## config.mk

```make
export PLATFORM = sky130hd
export DESIGN_NAME = tx_audio_chan
export DESIGN_NICKNAME = d
export VERILOG_FILES = /design/src/rtl/tx_audio_chan.sv
export SDC_FILE = /design/constraint.sdc
export NUM_CORES = 1
export LEC_CHECK = 0
export BUFFER_PORTS_ARGS = -buffer_cell sky130_fd_sc_hd__buf_2
export CAP_MARGIN = 10
export CORE_AREA = 5 5 164 166
export CTS_CLUSTER_SIZE = 25
export DETAILED_ROUTE_END_ITERATION = 8
export DIE_AREA = 0 0 169 171
export GPL_ROUTABILITY_DRIVEN = 0
export PLACE_DENSITY = 0.69
export SETUP_SLACK_MARGIN = 0.05
export SYNTH_ARGS = -nofsm -noshare
export SYNTH_HDL_FRONTEND = slang
export SYNTH_SLANG_ARGS = --single-unit
export TNS_END_PERCENT = 20
```

## constraint.sdc

```tcl
create_clock -name clk -period 7.35 [get_ports clk]
set_clock_uncertainty 0.2 [all_clocks]
set_input_delay 0.735 -clock clk [delete_from_list [all_inputs] [get_ports clk]]
set_output_delay 0.735 -clock clk [all_outputs]
set_load 0.05 [all_outputs]
```

## src/rtl/tx_audio_chan.sv

```systemverilog
module tx_audio_chan #(
  parameter int DEPTH = 8
) (
  input  logic        clk,
  input  logic        rst_n,
  input  logic        iface_en,
  input  logic        data_wr,
  input  logic [31:0] data_in,
  input  logic        ctrl_wr,
  input  logic [16:0] ctrl_in,
  input  logic        inten_wr,
  input  logic [6:0]  inten_in,
  input  logic        udr_clr,
  input  logic        slot_req,
  input  logic [3:0]  slot_idx,
  output logic [19:0] slot_data,
  output logic [11:0] status,
  output logic [6:0]  int_stat,
  output logic        irq
);
  localparam int AW = (DEPTH > 1) ? $clog2(DEPTH) : 1;
  localparam int CW = $clog2(DEPTH + 1);
  localparam logic [CW-1:0] FULL_N = CW'(DEPTH);
  localparam logic [CW-1:0] HALF_N = CW'(DEPTH / 2);

  logic [16:0]   ctrl;
  logic [6:0]    inten;
  logic [31:0]   mem [DEPTH];
  logic [AW-1:0] rd_ptr, wr_ptr;
  logic [CW-1:0] count;
  logic          half, udr;

  wire       txen    = ctrl[0];
  wire       compact = ctrl[15];
  wire       fen     = ctrl[16];
  wire [1:0] ssz     = ctrl[14:13];

  wire [CW-1:0] cap   = fen ? FULL_N : CW'(1);
  wire          empty = (count == '0);
  wire          full  = (count >= cap);
  wire          hempty = fen ? (count <= HALF_N) : empty;

  wire slot_on = (slot_idx >= 4'd1) && (slot_idx <= 4'd12) && ctrl[slot_idx];
  wire want    = slot_req && slot_on && txen && iface_en;
  wire take    = want && !empty;
  wire starve  = want && empty;
  wire pop     = take && (!compact || half);
  wire push    = data_wr && iface_en && !full;

  logic [31:0] word, src;
  logic [19:0] fmt;
  assign word = mem[rd_ptr];
  assign src  = compact ? {16'h0, (half ? word[31:16] : word[15:0])} : word;

  always_comb begin
    case (ssz)
      2'd0:    fmt = {src[15:0], 4'h0};
      2'd1:    fmt = {src[17:0], 2'h0};
      2'd2:    fmt = src[19:0];
      default: fmt = {src[11:0], 8'h0};
    endcase
  end

  assign slot_data = take ? fmt : 20'h0;

  always_ff @(posedge clk) begin
    if (push) mem[wr_ptr] <= data_in;
  end

  always_ff @(posedge clk or negedge rst_n) begin
    if (!rst_n) begin
      ctrl   <= '0;
      inten  <= '0;
      rd_ptr <= '0;
      wr_ptr <= '0;
      count  <= '0;
      half   <= 1'b0;
      udr    <= 1'b0;
    end else begin
      if (ctrl_wr)  ctrl  <= ctrl_in;
      if (inten_wr) inten <= inten_in;
      if (udr_clr)     udr <= 1'b0;
      else if (starve) udr <= 1'b1;
      if (!iface_en) begin
        rd_ptr <= '0;
        wr_ptr <= '0;
        count  <= '0;
        half   <= 1'b0;
      end else begin
        if (push) wr_ptr <= (wr_ptr == AW'(DEPTH - 1)) ? '0 : wr_ptr + 1'b1;
        if (pop)  rd_ptr <= (rd_ptr == AW'(DEPTH - 1)) ? '0 : rd_ptr + 1'b1;
        if (take) half <= compact && !half;
        count <= count + CW'(push) - CW'(pop);
      end
    end
  end

  assign status = {2'b00, udr, 1'b0, txen && !empty, 1'b0, full,
                   1'b0, hempty, 1'b0, empty, 1'b0};

  assign int_stat = {1'b0, udr && inten[5], 2'b00,
                     hempty && txen && inten[2], 1'b0,
                     empty && txen && inten[0]};

  assign irq = |int_stat;
endmodule


```

==> Word level (Yosys, flattened, before mapping) <==
Memories as Yosys holds them, arrays and structs flattened.
Index checks and enable logic that the tools add are counted.
{ "word_totals": {"in_bits": 68, "ff_bits": 35, "elab_cells": 71, "mem_count": 1, "out_inout_bits": 40, "ramBits": 256} }
{ "classes": {"addsub": 4, "muxes": 21, "n_reduce_logical": 26, "n_eq_ne": 7, "n_lt_le_gt_ge": 5} }
{ "memory_table": {"columns": ["memory", "depth", "word_bits", "read_ports", "rd_clocked_by_memory_dff", "write_ports", "line_no", "text"], "rows": [
  ["mem", 8, 32, 1, 0, 1, "28", "logic [31:0] mem [DEPTH];"]
]} }
{ "ops": {"columns": ["op", "count"], "rows": [
  ["$pmux 20 s3", 1],
  ["$mux 20", 2],
  ["$mux 3", 6],
  ["$logic_and 1x1->1", 17],
  ["$mux 16", 1],
  ["$mux 1", 8],
  ["$mux 4", 2],
  ["$add 3x1->3 const B", 2],
  ["$eq 3x3->1 const B", 2],
  ["$lt 4x6->1 const B", 1],
  ["$ne 2x1->1 const B", 3],
  ["$add 4x1->4", 1],
  ["$bmux 1 s4", 1],
  ["$ge 4x1->1 const B", 1],
  ["$ge 4x4->1", 1],
  ["$le 4x3->1 const B", 1],
  ["$le 4x4->1 const B", 1],
  ["$logic_not 1->1", 4],
  ["$logic_not 4->1", 1],
  ["$sub 4x1->4", 1],
  ["$reduce_or 3->1", 1],
  ["$eq 2x1->1 const B", 1],
  ["$eq 2x2->1 const B", 1],
  ["$logic_not 2->1", 1],
  ["other kinds (2)", 2]
]} }

==> Logic depth before layout (Yosys ltp) <==
{ "depth": {"word_depth": 10, "mapped_depth": 15, "ltp_nobuf": 14} }

==> Worst setup path before layout <==
OpenSTA, ideal clock, no wires.
{ "synth_timing": {"kind": "register to register", "start": "reg ctrl[16]", "end": "mem mem[2][0] (enable)", "slack_ns": 2.732, "stages_incl_launch_ff": 10, "n_path_buf": 1, "arrival_time_ns": 3.950, "cell_sequence": "dfrtp_1 -> inv_1 -> ha_1 -> nor2_1 -> nand3_1 -> a21oi_1 -> and3_1 -> clkbuf_1 -> nand2b_1 -> nor3b_1"} }
{ "synth_between": {"elab_chain_cells": 6} }
{ "synth_lines": {"columns": ["element", "line_no", "text"], "rows": [
  ["from (decl)", "26", "logic [16:0] ctrl;"],
  ["from (signal assigned)", "80", "if (ctrl_wr) ctrl <= ctrl_in;"],
  ["$mux 4", "38", "wire [CW-1:0] cap = fen ? FULL_N : CW'(1);"],
  ["$ge 4x4->1", "40", "wire full = (count >= cap);"],
  ["$logic_not 1->1", "48", "wire push = data_wr && iface_en && !full;"],
  ["$logic_and 1x1->1", "48", null],
  ["$mux 1", "67", "if (push) mem[wr_ptr] <= data_in;"],
  ["$mux 1 (implied by the code)", "67", null],
  ["to (decl)", "28", null]
]} }
Every way passes these cells.

==> Worst setup path after layout <==
{ "layout_timing": {"start": "reg rd_ptr[0]", "end": "out slot_data[13]"} }
{ "layout_between": {"elab_chain_cells": 5} }
{ "layout_lines": {"columns": ["element", "line_no", "text"], "rows": [
  ["from (decl)", "29", "logic [AW-1:0] rd_ptr, wr_ptr;"],
  ["from (signal assigned)", "91", "if (pop) rd_ptr <= (rd_ptr == AW'(DEPTH - 1)) ? '0 : rd_ptr + 1'b1;"],
  ["$mem_v2 8x32 (*)", null, null],
  ["$mux 16", "53", "assign src = compact ? {16'h0, (half ? word[31:16] : word[15:0])} : word;"],
  ["$mux 20 (*)", "53", null],
  ["$pmux 20 s3 (*)", "56", "case (ssz)"],
  ["$mux 20 (*)", "64", "assign slot_data = take ? fmt : 20'h0;"],
  ["to (decl)", "16", "output logic [19:0] slot_data,"]
]} }
Every way passes the cells marked *; elsewhere a longest branch is shown, timed or not.

==> impl_metrics.ini <==
[outcome]
status = finished, final reports clean

[grt]
antenna_found_initial = 2
grt_pass1_wl_um = 40400
gr-total-overflow = 0
track_usage_pct = 18.2
first_global_vias = 6852
grt_max_degree = 52

[placement]
portBuffers = 92
pre_cts_ws_ps = 2880
hpwlAfterDp_um = 16100
dpl.cell_count = 1123

[routing]
drt-pass1-iter-count = 5
drt-total-wl_um = 26400
wl_per_cell_um = 22.4
vias = 6866
vias_per_cell = 5.84
drc = 0
ant_nets = 0
drt_iter0_drc = 641

[layout]
nNetsFinal = 900
layout.cells.non_filler = 1176
drive_above_1_share_pct = 27.3
area_delta_synth_final_pct = 12.4
multi_input_area_mm2 = 0.00350
seqCellArea_mm2 = 0.00849
diodes = 0
fill_cells = 2018

[yosys]
synthFlopType = edfxtp_1
netlist.area_leader.share_pct = 62.1
synth_area_per_cell_um2 = 17.0
synth_most_common_cell = edfxtp_1
synth.area.top_cells = edfxtp_1 (62%), mux4_2 (7.8%), dfrtp_1 (6.5%), mux2i_1 (3.2%), mux2_2 (1.9%)
seq_area_frac_synth_pct = 68.6
syn_inst = 728
yosys.area.top_type = edfxtp_1
netlist_area_mm2 = 0.0124
synth_cell_types = 68
synth_common_cells = edfxtp_1 (256), nand2_1 (47), mux4_2 (43)
synth-seq-cells = 288
synthArstFlopShare_pct = 11.1
yosysWarnings = 0
synth_edf_count = 256

[clocking]
htreeDepth = 1
cts-root-buf = clkbuf_16
worst_skew_pair.late_latency_ps = 550
cts_tree = done
post-cts-setup-buffers = 0
clock_path_buffers = 3
cts_sinks = 288
holdBufCountCts = 0
cts_resized = 0
cts_inserted_buffers = 29
clk_pin_slew_worst_paths_ps = 60

[critical_path]
regToRegSetupSlack_ps = 3780
critPathArrivalTime_ps = 4100
slowest_delay_ps = 960
critPathLaunchType = flip-flop
cp-startpoint = rd_ptr[0]$_DFFE_PN0P_
cp_top_family = compound AO/OA/AOI/OAI gates
worst-setup-path-type = flip-flop to output port
reg2reg_depth = 10
crit_fanout = 28
worst-path-buf-inv = 2
reg2reg_to = count[2]$_DFF_PN0_
endpoint = slot_data[13]
r2r-start = ctrl[7]$_DFFE_PN0P_
crit_path_end_kind = output port
cp_slowest_cell = dfrtp_2
cp.required_ps = 6410
crit_chain = buf_4, and3b_1, a221oi_1, o21ai_0, o21ai_0, o22ai_1, a211oi_1, buf_2
crit_top_cell = o21ai_0
path_depth = 8

[die]
fp-row-count = 59
core_mm2 = 0.0255
ioPinCount = 108
die-area_mm2 = 0.0289
die_h_um = 171
start_util_pct = 48.6
die_x_um = 169

[sta]
fin_tns_setup_ps = 0
setup_violations = 0
worst_slack_ps = 2320
holdWs_ps = 41.3
report.final.slew_viol_count = 0
hold_violations = 0
rsz0062_at_grt = false
finalCriticalPeriod_ps = 5030
slew-limit-headroom_pct = 30.6
fmax_mhz = 199
worstMarginPinSlew_ps = 1040
finalCritPeriodShare_pct = 68.5

[hold_path]
hold_class = input pin to async pin

[power_and_ir_drop]
power_uw = 3680
p_leak_uw = 0.00473
ir_worst_vdd_v = 0.000201
p_per_area_mw_per_mm2 = 265

[job]
drv_cap = 0
## worst min-delay path by stage
stage | from | endpoint
6_report | rst_n | ctrl[16]$_DFFE_PN0P_
5_1_grt | rst_n | ctrl[16]$_DFFE_PN0P_
4_1_cts | rst_n | ctrl[16]$_DFFE_PN0P_
3_5_place_dp | ctrl[12]$_DFFE_PN0P_ | ctrl[12]$_DFFE_PN0P_
3_3_place_gp | ctrl[12]$_DFFE_PN0P_ | ctrl[12]$_DFFE_PN0P_
2_1_floorplan | rst_n | count[0]$_DFF_PN0_
## through the flow
step	area [um2]	utilization (%)
final	13900	54.6
after floorplan	12400	-
after global routing	13900	54.6
after detailed placement	13000	51.1
after global placement	13000	51.1
after CTS	13900	54.6
## sequential cells by signal, indices dropped and copies added (netlist names)
signal	count
mem	256
ctrl	17
count	4
inten	3
rd_ptr	3
wr_ptr	3
half	1
udr	1
## where the power goes
part	leakage (uW)	internal (uW)	total, uW	switching, uW
combinational	0.00160	132	406	274
sequential	0.00270	1850	1880	36.2
clock	0.000436	796	1400	599
## cells by family after synthesis
logic type	share of synthesized area, %
AO/OA/AOI/OAI	5.94
XOR/XNOR	0.142
adder cells (fa/ha/maj)	1.38
buffers and inverters	3.77
flip-flops	68.6
multiplexers	14.2
other	0.0303
AND/OR/NAND/NOR	5.96
## cells in the final DEF, fill, tap and decap left out, types with 18 or more instances in the layout
master	count
edfxtp_1	256
buf_2	92
nand2_1	47
mux4_2	43
mux2i_1	39
clkbuf_16	29
dfrtp_1	29
nor2_1	28
mux2_2	21
o21ai_0	21
nand3_1	18
## cell type report
type | count | share of cell area [%]
Clock buffer | 36 | 5.41
Clock inverter | 17 | 1.05
Inverter | 12 | 0.324
Multi-Input combinational cell | 384 | 25.2
Sequential cell | 288 | 61.1
Tap cell | 335 | 3.01
Timing Repair Buffer | 104 | 3.96
## layer usage
metal	part of all wire [%]	track usage [%]
met5	0.072	0
met1	42	25.4
met3	7.3	3.28
met4	2.7	5.01
met2	48	29.9
Note: power is estimated with default switching activity, not from simulation.
